**config.mk**
```make
export PLATFORM = sky130hd
export DESIGN_NAME = bank_row_tracker
export DESIGN_NICKNAME = d
export VERILOG_FILES = /design/src/rtl/brt_pkg.sv /design/src/rtl/brt_addr_decode.sv /design/src/rtl/brt_bank_table.sv /design/src/rtl/brt_cmd_seq.sv /design/src/rtl/bank_row_tracker.sv
export SDC_FILE = /design/constraint.sdc
export NUM_CORES = 1
export LEC_CHECK = 0
export BUFFER_PORTS_ARGS = -buffer_cell sky130_fd_sc_hd__buf_2
export CORE_UTILIZATION = 40
export DETAILED_ROUTE_END_ITERATION = 10
export SETUP_SLACK_MARGIN = 0.2
export SLEW_MARGIN = 20
export SYNTH_ARGS = -nofsm -noshare
export SYNTH_HDL_FRONTEND = slang
export SYNTH_SLANG_ARGS = --single-unit
```
**constraint.sdc**
```tcl
create_clock -name clk_i -period 8.95 [get_ports clk_i]
set_input_delay 2.685 -clock clk_i [delete_from_list [all_inputs] [get_ports clk_i]]
set_output_delay 2.685 -clock clk_i [all_outputs]
set_load 0.01 [all_outputs]
```
**src/rtl/brt_pkg.sv**
```systemverilog
package brt_pkg;
  localparam int BANK_FIELD_W = 4;
  localparam int NUM_BANKS    = 1 << BANK_FIELD_W;

  typedef enum logic [2:0] {
    CMD_NOP = 3'd0,
    CMD_ACT = 3'd1,
    CMD_PRE = 3'd2,
    CMD_RD  = 3'd3,
    CMD_WR  = 3'd4
  } cmd_e;

  typedef enum logic [1:0] {
    CLS_NONE   = 2'd0,
    CLS_HIT    = 2'd1,
    CLS_CONF   = 2'd2,
    CLS_CLOSED = 2'd3
  } cls_e;
endpackage

```
**src/rtl/brt_addr_decode.sv**
```systemverilog
module brt_addr_decode
  import brt_pkg::*;
#(
  parameter int ROW_W = 16,
  parameter int COL_W = 10,
  localparam int ADDR_W = ROW_W + BANK_FIELD_W + COL_W
) (
  input  logic                    geo_ddr4_i,
  input  logic [ADDR_W-1:0]       addr_i,
  output logic [BANK_FIELD_W-1:0] bank_o,
  output logic [ROW_W-1:0]        row_o,
  output logic [COL_W-1:0]        col_o
);
  logic [BANK_FIELD_W-1:0] field;

  assign col_o = addr_i[COL_W-1:0];
  assign field = addr_i[COL_W +: BANK_FIELD_W];
  assign row_o = addr_i[ADDR_W-1 -: ROW_W];

  // grouped: {group, bank} is already the flat index; 8-bank: top bit ignored
  assign bank_o = geo_ddr4_i ? field : {1'b0, field[BANK_FIELD_W-2:0]};
endmodule

```
**src/rtl/brt_bank_table.sv**
```systemverilog
module brt_bank_table
  import brt_pkg::*;
#(
  parameter int ROW_W = 16
) (
  input  logic                    clk_i,
  input  logic                    rst_ni,
  input  logic                    act_i,
  input  logic                    pre_i,
  input  logic [BANK_FIELD_W-1:0] upd_bank_i,
  input  logic [ROW_W-1:0]        upd_row_i,
  input  logic                    pall_i,
  input  logic [BANK_FIELD_W-1:0] lk_bank_i,
  output logic                    lk_open_o,
  output logic [ROW_W-1:0]        lk_row_o
);
  logic [NUM_BANKS-1:0] open_q;
  logic [ROW_W-1:0]     row_q [NUM_BANKS];

  for (genvar b = 0; b < NUM_BANKS; b++) begin : g_bank
    logic sel;
    assign sel = (upd_bank_i == BANK_FIELD_W'(b));

    always_ff @(posedge clk_i or negedge rst_ni) begin
      if (!rst_ni) begin
        open_q[b] <= 1'b0;
        row_q[b]  <= '0;
      end else if (act_i && sel) begin
        // an activate issued this cycle outranks precharge-all
        open_q[b] <= 1'b1;
        row_q[b]  <= upd_row_i;
      end else if (pall_i || (pre_i && sel)) begin
        open_q[b] <= 1'b0;
      end
    end
  end

  assign lk_open_o = open_q[lk_bank_i];
  assign lk_row_o  = row_q[lk_bank_i];

  p_act_closed_r5: assert property (@(posedge clk_i) disable iff (!rst_ni)
    act_i |-> !open_q[upd_bank_i]);
  p_pre_open_r5: assert property (@(posedge clk_i) disable iff (!rst_ni)
    pre_i |-> open_q[upd_bank_i]);
  p_pall_clears_r7: assert property (@(posedge clk_i) disable iff (!rst_ni)
    (pall_i && !act_i) |=> (open_q == '0));
  p_act_opens_r6: assert property (@(posedge clk_i) disable iff (!rst_ni)
    act_i |=> ($countones(open_q) == $countones($past(open_q)) + 1));
endmodule

```
**src/rtl/brt_cmd_seq.sv**
```systemverilog
module brt_cmd_seq
  import brt_pkg::*;
#(
  parameter int ROW_W = 16,
  parameter int COL_W = 10,
  parameter int CNT_W = 16
) (
  input  logic                    clk_i,
  input  logic                    rst_ni,
  input  logic                    req_valid_i,
  input  logic                    req_write_i,
  input  logic [BANK_FIELD_W-1:0] req_bank_i,
  input  logic [ROW_W-1:0]        req_row_i,
  input  logic [COL_W-1:0]        req_col_i,
  input  logic                    lk_open_i,
  input  logic [ROW_W-1:0]        lk_row_i,
  input  logic                    prechg_all_i,
  output logic                    req_ready_o,
  output cls_e                    req_class_o,
  output cmd_e                    cmd_o,
  output logic [BANK_FIELD_W-1:0] cmd_bank_o,
  output logic [ROW_W-1:0]        cmd_row_o,
  output logic [COL_W-1:0]        cmd_col_o,
  output logic                    act_o,
  output logic                    pre_o,
  output logic [CNT_W-1:0]        hit_cnt_o,
  output logic [CNT_W-1:0]        miss_cnt_o
);
  typedef enum logic [1:0] {ST_IDLE, ST_PRE, ST_ACT, ST_ACC} st_e;

  st_e                     st_q, st_d;
  logic [BANK_FIELD_W-1:0] bank_q;
  logic [ROW_W-1:0]        row_q;
  logic [COL_W-1:0]        col_q;
  logic                    wr_q;
  cls_e                    cls;
  logic                    accept;

  always_comb begin
    if (!req_valid_i)               cls = CLS_NONE;
    else if (!lk_open_i)            cls = CLS_CLOSED;
    else if (lk_row_i == req_row_i) cls = CLS_HIT;
    else                            cls = CLS_CONF;
  end

  assign req_class_o = cls;
  assign req_ready_o = ((st_q == ST_IDLE) || (st_q == ST_ACC)) && !prechg_all_i;
  assign accept      = req_valid_i && req_ready_o;

  always_comb begin
    st_d = st_q;
    unique case (st_q)
      ST_PRE:  st_d = ST_ACT;
      ST_ACT:  st_d = ST_ACC;
      default: st_d = ST_IDLE;
    endcase
    if (accept) begin
      unique case (cls)
        CLS_HIT:  st_d = ST_ACC;
        CLS_CONF: st_d = ST_PRE;
        default:  st_d = ST_ACT;
      endcase
    end
  end

  always_ff @(posedge clk_i or negedge rst_ni) begin
    if (!rst_ni) begin
      st_q       <= ST_IDLE;
      bank_q     <= '0;
      row_q      <= '0;
      col_q      <= '0;
      wr_q       <= 1'b0;
      hit_cnt_o  <= '0;
      miss_cnt_o <= '0;
    end else begin
      st_q <= st_d;
      if (accept) begin
        bank_q <= req_bank_i;
        row_q  <= req_row_i;
        col_q  <= req_col_i;
        wr_q   <= req_write_i;
        if (cls == CLS_HIT)  hit_cnt_o  <= hit_cnt_o + 1'b1;
        if (cls == CLS_CONF) miss_cnt_o <= miss_cnt_o + 1'b1;
      end
    end
  end

  always_comb begin
    unique case (st_q)
      ST_PRE:  cmd_o = CMD_PRE;
      ST_ACT:  cmd_o = CMD_ACT;
      ST_ACC:  cmd_o = wr_q ? CMD_WR : CMD_RD;
      default: cmd_o = CMD_NOP;
    endcase
  end

  assign cmd_bank_o = bank_q;
  assign cmd_row_o  = row_q;
  assign cmd_col_o  = col_q;
  assign act_o      = (st_q == ST_ACT);
  assign pre_o      = (st_q == ST_PRE);

  p_pre_then_act_r5: assert property (@(posedge clk_i) disable iff (!rst_ni)
    (cmd_o == CMD_PRE) |=> (cmd_o == CMD_ACT));
  p_act_then_access_r4: assert property (@(posedge clk_i) disable iff (!rst_ni)
    (cmd_o == CMD_ACT) |=> (cmd_o == CMD_RD || cmd_o == CMD_WR));
  p_hit_access_next_r3: assert property (@(posedge clk_i) disable iff (!rst_ni)
    (req_valid_i && req_ready_o && req_class_o == CLS_HIT) |=>
      (cmd_o == CMD_RD || cmd_o == CMD_WR));
  p_cnt_step_r8: assert property (@(posedge clk_i) disable iff (!rst_ni)
    ##1 ((hit_cnt_o - $past(hit_cnt_o)) <= CNT_W'(1) &&
         (miss_cnt_o - $past(miss_cnt_o)) <= CNT_W'(1)));
endmodule

```
**src/rtl/bank_row_tracker.sv**
```systemverilog
module bank_row_tracker
  import brt_pkg::*;
#(
  parameter int ROW_W = 16,
  parameter int COL_W = 10,
  parameter int CNT_W = 16,
  localparam int ADDR_W = ROW_W + BANK_FIELD_W + COL_W
) (
  input  logic                    clk_i,
  input  logic                    rst_ni,
  input  logic                    geo_ddr4_i,
  input  logic                    req_valid_i,
  input  logic                    req_write_i,
  input  logic [ADDR_W-1:0]       req_addr_i,
  input  logic                    prechg_all_i,
  output logic                    req_ready_o,
  output logic [1:0]              req_class_o,
  output logic [2:0]              cmd_o,
  output logic [BANK_FIELD_W-1:0] cmd_bank_o,
  output logic [ROW_W-1:0]        cmd_row_o,
  output logic [COL_W-1:0]        cmd_col_o,
  output logic [CNT_W-1:0]        hit_cnt_o,
  output logic [CNT_W-1:0]        miss_cnt_o
);
  logic [BANK_FIELD_W-1:0] dec_bank;
  logic [ROW_W-1:0]        dec_row;
  logic [COL_W-1:0]        dec_col;
  logic                    lk_open;
  logic [ROW_W-1:0]        lk_row;
  logic                    act, pre;
  cls_e                    cls;
  cmd_e                    cmd;

  brt_addr_decode #(.ROW_W(ROW_W), .COL_W(COL_W)) u_dec (
    .geo_ddr4_i (geo_ddr4_i),
    .addr_i     (req_addr_i),
    .bank_o     (dec_bank),
    .row_o      (dec_row),
    .col_o      (dec_col)
  );

  brt_bank_table #(.ROW_W(ROW_W)) u_tbl (
    .clk_i      (clk_i),
    .rst_ni     (rst_ni),
    .act_i      (act),
    .pre_i      (pre),
    .upd_bank_i (cmd_bank_o),
    .upd_row_i  (cmd_row_o),
    .pall_i     (prechg_all_i),
    .lk_bank_i  (dec_bank),
    .lk_open_o  (lk_open),
    .lk_row_o   (lk_row)
  );

  brt_cmd_seq #(.ROW_W(ROW_W), .COL_W(COL_W), .CNT_W(CNT_W)) u_seq (
    .clk_i        (clk_i),
    .rst_ni       (rst_ni),
    .req_valid_i  (req_valid_i),
    .req_write_i  (req_write_i),
    .req_bank_i   (dec_bank),
    .req_row_i    (dec_row),
    .req_col_i    (dec_col),
    .lk_open_i    (lk_open),
    .lk_row_i     (lk_row),
    .prechg_all_i (prechg_all_i),
    .req_ready_o  (req_ready_o),
    .req_class_o  (cls),
    .cmd_o        (cmd),
    .cmd_bank_o   (cmd_bank_o),
    .cmd_row_o    (cmd_row_o),
    .cmd_col_o    (cmd_col_o),
    .act_o        (act),
    .pre_o        (pre),
    .hit_cnt_o    (hit_cnt_o),
    .miss_cnt_o   (miss_cnt_o)
  );

  assign req_class_o = cls;
  assign cmd_o       = cmd;

  p_ddr3_bank_range_r2: assert property (@(posedge clk_i) disable iff (!rst_ni)
    (!geo_ddr4_i && cmd_o != 3'd0 && $stable(geo_ddr4_i)) |-> !cmd_bank_o[BANK_FIELD_W-1]);
endmodule

```
## Yosys cells after proc, flatten, opt, wreduce, memory -nomap -nowiden

Cells that the tools add are included.

- Output and inout bits: 68
- Register bits after elaboration: 337
- Word-level logic and storage cells: 183

- Bitwise gates (word level): 1
- Equality and inequality tests: 21
- Reductions and logical operators: 72
- Order comparisons: 2
- Mux-type cells: 46
- Add/subtract/negate cells: 2

Operator list:

| operator | number |
|---|---|
| 16-bit binary-select mux with 4-bit select | 1 |
| 1-bit logical AND | 34 |
| 1-bit 2-to-1 mux | 33 |
| 16-bit by 1-bit adder with 16-bit output (second input constant) | 2 |
| 4-bit == test (second input constant) | 8 |
| 16-bit 2-to-1 mux | 2 |
| 2-bit nonzero test | 16 |
| 1-bit logical OR | 17 |
| 16-bit == test | 1 |
| 4-bit by 3-bit == test with 1-bit output (second input constant) | 4 |
| 3-bit case mux with 3 select lines | 1 |
| 4-bit by 2-bit == test with 1-bit output (second input constant) | 2 |
| 2-bit 2-to-1 mux | 4 |
| 2-bit case mux with 2 select lines | 2 |
| 2-bit == test (second input constant) | 3 |
| 5-bit greater-or-equal comparator (second input constant) | 1 |
| 4-bit by 5-bit less-than comparator with 1-bit output (second input constant) | 1 |
| 4-bit inverter with 5-bit output | 1 |
| 1-bit binary-select mux with 4-bit select | 1 |
| 2-bit by 1-bit == test with 1-bit output (second input constant) | 2 |
| 4-bit by 1-bit == test with 1-bit output (second input constant) | 1 |
| 4-bit logical NOT | 1 |
| 4-bit 2-to-1 mux | 1 |
| 2-bit AND reduction | 2 |
| 3 further kinds | 3 |

## Depth between registers and ports, before layout

- Depth in word-level cells: 12
- Mapped depth: 13
- Mapped depth without buffers: 9

## By module

A second synthesis with hierarchy kept.

- Cell total of the unflattened synthesis: 1,061
- Area total of the unflattened synthesis: 15,854.0 µm²

By module, submodules not included:

| module | instances | sequential area each (µm²) | cells an instance | area each (µm²) |
|---|---|---|---|---|
| brt_bank_table | 1 | 6,806.5 | 793 | 12,647.1 |
| brt_cmd_seq | 1 | 1,626.6 | 238 | 2,982.9 |
| brt_addr_decode | 1 | 0.0 | 30 | 224.0 |

## Worst setup path before layout

OpenSTA, ideal clock, no wires.

- Kind: in2out
- Start: in req_addr_i[10]
- End: out req_class_o[0]
- Buffers on the path: 3
- Stages on the path: 11
- Arrival time: 4,932 ps
- Setup slack: 1,333 ps
- Path through: buf_4 buf_2 buf_2 mux4_2 xor2_1 nor3_1 a31oi_1 o21bai_1 and2_1 nor2b_1 nor2b_1

- Longest elaborated chain between the ends: 9
- Elaborated cells on any way between the ends: 11
- Classes of those cells: eq/ne: 1; mux: 9; bitwise: 1

Ends and longest elaborated chain:

| item | RTL line | text |
|---|---|---|
| start, declared | bank_row_tracker.sv:14 | `input logic [ADDR_W-1:0] req_addr_i,` |
| 4-bit 2-to-1 mux * | brt_addr_decode.sv:21 | `assign bank_o = geo_ddr4_i ? field : {1'b0, field[BANK_FIELD_W-2:0]};` |
| 4-bit inverter with 5-bit output (not written as such) | brt_bank_table.sv:39 | `assign lk_row_o = row_q[lk_bank_i];` |
| 16-bit binary-select mux with 4-bit select | brt_bank_table.sv:39 |  |
| 16-bit 2-to-1 mux (not written as such) (2 in series) | brt_bank_table.sv:39 |  |
| 16-bit == test | brt_cmd_seq.sv:42 | `else if (lk_row_i == req_row_i) cls = CLS_HIT;` |
| 2-bit 2-to-1 mux | brt_cmd_seq.sv:42 |  |
| 2-bit 2-to-1 mux * | brt_cmd_seq.sv:41 | `else if (!lk_open_i) cls = CLS_CLOSED;` |
| 2-bit 2-to-1 mux * | brt_cmd_seq.sv:40 | `if (!req_valid_i) cls = CLS_NONE;` |
| end, declared | bank_row_tracker.sv:17 | `output logic [1:0] req_class_o,` |

Every way passes the cells marked *; elsewhere a longest branch is shown, timed or not. The select of a mux whose other input is x is not followed.

## Worst setup path in the final report

- Start: in req_addr_i[11]
- End: out req_class_o[0]

Same word-level chain as after synthesis.

==> reports/results.ini <==
[worst_setup_path]
crit_type=primary input to output port
timing.rr.start=u_seq.st_q[0]
cp-startpoint=req_addr_i[11]
cp_cell_sequence=buf_2 -> buf_12 -> mux4_2 -> mux2i_1 -> xor2_1 -> nand4_1 -> nor4_1 -> o21bai_1 -> and2_1 -> nor2b_1 -> nor2b_1 -> buf_2
worstPathMaxFanout=27
crit_buf_inv=3
crit_slowest_cell=mux4_2
cp-end-kind=output port
max_stage_delay_ns=0.53
worst_path_dominant_cell_family=simple AND/OR/NAND/NOR gates
cp.required_ns=6.27
worst-endpoint-arrival_ns=5.79
start_kind=primary input

[yosys]
yosysUniqueCellTypes=49
synth_enable_flop_cells=0
synthesis.nets=1174
ys_warn_count=0
synthArstFlopShare=1.00
ys_seq_area_frac=0.540
ys_ff_latch=337
yosys_most_used_dff=dfrtp_1
syn_area_per_cell_um2=13.8
syn_area_mm2=0.0156
synth_cells=1133

[cts]
cts_made_buffers=39
clkLatencyLatePin_ns=0.54
cts_hold_buf=0
cts-root-buf=clkbuf_16
clockBufferDepth=3
htree_levels=2
clkTransAtPathRegs_ns=0.06
cts_tree=built
post_cts_buffers=0
clock-sinks=337

[timing]
fin_skew_ns=0.0193
setup_viol=0
setup-tns-final_ns=0
slew_headroom=0.265
tightestPinTransition_ns=1.10
hold_violations=0
fmax_mhz=118
period_needed_ns=8.48
rsz0062_at_grt=false
finalCritPeriodShare=0.947
slew_viol_final=0

[floorplan]
initial_core_util=0.410
rows=71
fp.dieW_um=200
fp.dieH_um=200
core_area_mm2=0.0380
ioPinCount=104
dieArea_mm2=0.0398

[layout]
area_growth_syn_to_layout_pct=16.1
nets=1275
final_cell_mix=337 x dfrtp_1, 264 x mux2_2, 114 x nand2_1
final_common_cell=dfrtp_1
design_area_mm2=0.0181
antenna_cells=0
layout-drive-gt1-share=0.434

[placement]
place_area_mm2=0.0168
gp_congestion=0.833
dp_hpwl_um=24600
numPortBuffers=103

[detailed_routing]
drc_errors=0
antenna_left=0
vias=9634
wire_per_inst_um=22.2
dr.pass1.iters=5
wl_um=39400
vias_per_cell=5.43
drtIter0Drc=602

[run]
maxCapViolations=0

[worst_hold_path]
worstHoldPathType=register to register
worstHoldStart=u_seq.hit_cnt_o[15]

[grt]
grt_pass1_wl_um=61000
overflow=0
first_global_vias=9908
grtUsageTotal=0.206
grt_max_degree=180
antenna_found_initial=0

[power_and_ir_drop]
ir_worst_vdd_uv=145
power.density_mw_per_mm2=304
leakagePower_nw=8.66

[outcome]
outcome=finished, final reports clean

-- per-layer routing --
metal	vias to the layer above	GRT usage	wire length (um)
met5	-	0	0
met3	61	0.0336	1790
li1	4273	-	-
met2	205	0.331	18700
met1	5095	0.289	18200
met4	0	0.0563	750
-- what timing repair did --
item,CTS,global route
gates resized for setup,0,1
endpoints found under the setup margin,0,2
hold endpoints to repair,0,0
-- power by group --
| group | switching, mW | internal, mW | total, mW |
|---|---|---|---|
| clock | 0.621 | 1.04 | 1.66 |
| combinational | 0.637 | 0.763 | 1.40 |
| sequential | 0.426 | 2.02 | 2.45 |
| total | 1.68 | 3.82 | 5.50 |
-- stage by stage --
step	utilization	hold WS, ns	cells	setup WS [ns]	total power, mW
finish	0.477	0.459	1774	0.471	5.50
global route	0.477	0.494	1774	0.323	5.81
CTS	0.476	0.468	1774	0.323	5.56
detailed placement	0.441	0.457	1704	0.346	3.88
global placement	0.441	0.452	1704	0.322	3.84
floorplan	-	0.460	1133	1.33	3.35
-- final timing paths --
kind	slack, ns	cells after the start	end
min in group asynchronous	2.12	1	u_seq.cmd_col_o[9]
min reg2reg	0.46	1	u_seq.hit_cnt_o[15]
max in group asynchronous	5.34	2	u_tbl.row_q[173]
max	0.47	12	req_class_o[0]
max reg2reg	5.40	11	u_seq.miss_cnt_o[1]
min	0.46	1	u_seq.hit_cnt_o[15]
-- cells by family (layout without fill, tap and decap cells) --
logic type,count (synthesis),after routing,synth area share
xor+xnor,70,70,0.0393
compound gates,43,43,0.0229
buf+inv,82,212,0.0241
flops,337,337,0.540
fa+ha+maj,5,5,0.00401
mux,369,369,0.301
simple gates,227,227,0.0682
-- state kept, by name, summed over array words and instances (netlist names) --
register / flops
u_seq.cmd_bank_o: 4
u_seq.cmd_col_o: 10
u_seq.cmd_row_o: 16
u_seq.hit_cnt_o: 16
u_seq.miss_cnt_o: 16
u_seq.st_q: 2
u_seq.wr_q: 1
u_tbl.open_q: 16
u_tbl.row_q: 256
-- cells in the mapped netlist (all sizes together), types with 3 or more instances --
cell / instances / area (um^2)
mux2i: 51 / 510
nor2: 26 / 97.6
and3: 9 / 56.3
xnor2: 37 / 324
clkbuf: 53 / 199
a2bb2oi: 3 / 26.3
a22oi: 3 / 22.5
nand4: 12 / 90.1
o311ai: 3 / 26.3
mux2: 264 / 2970
dfrtp: 337 / 8430
mux4: 54 / 1220
nand3b: 5 / 37.5
inv: 5 / 18.8
nor3: 9 / 45.0
nand2b: 7 / 43.8
ha: 5 / 62.6
nor2b: 8 / 50.1
buf: 24 / 158
nand2: 115 / 432
a31o: 10 / 87.6
or2: 9 / 56.3
a32o: 3 / 30.0
nand3: 18 / 90.1
o21ai: 4 / 20.0
xor2: 33 / 289
-- final cells by class --
cell class,instances,area [um^2]
Fill cell,3446,19900
Multi-Input combinational cell,714,6840
Inverter,5,18.8
Tap cell,511,639
Clock buffer,59,1150
Sequential cell,337,8430
Timing Repair Buffer,137,843
Clock inverter,11,199
No activity file was read; power rests on OpenSTA's default activity.
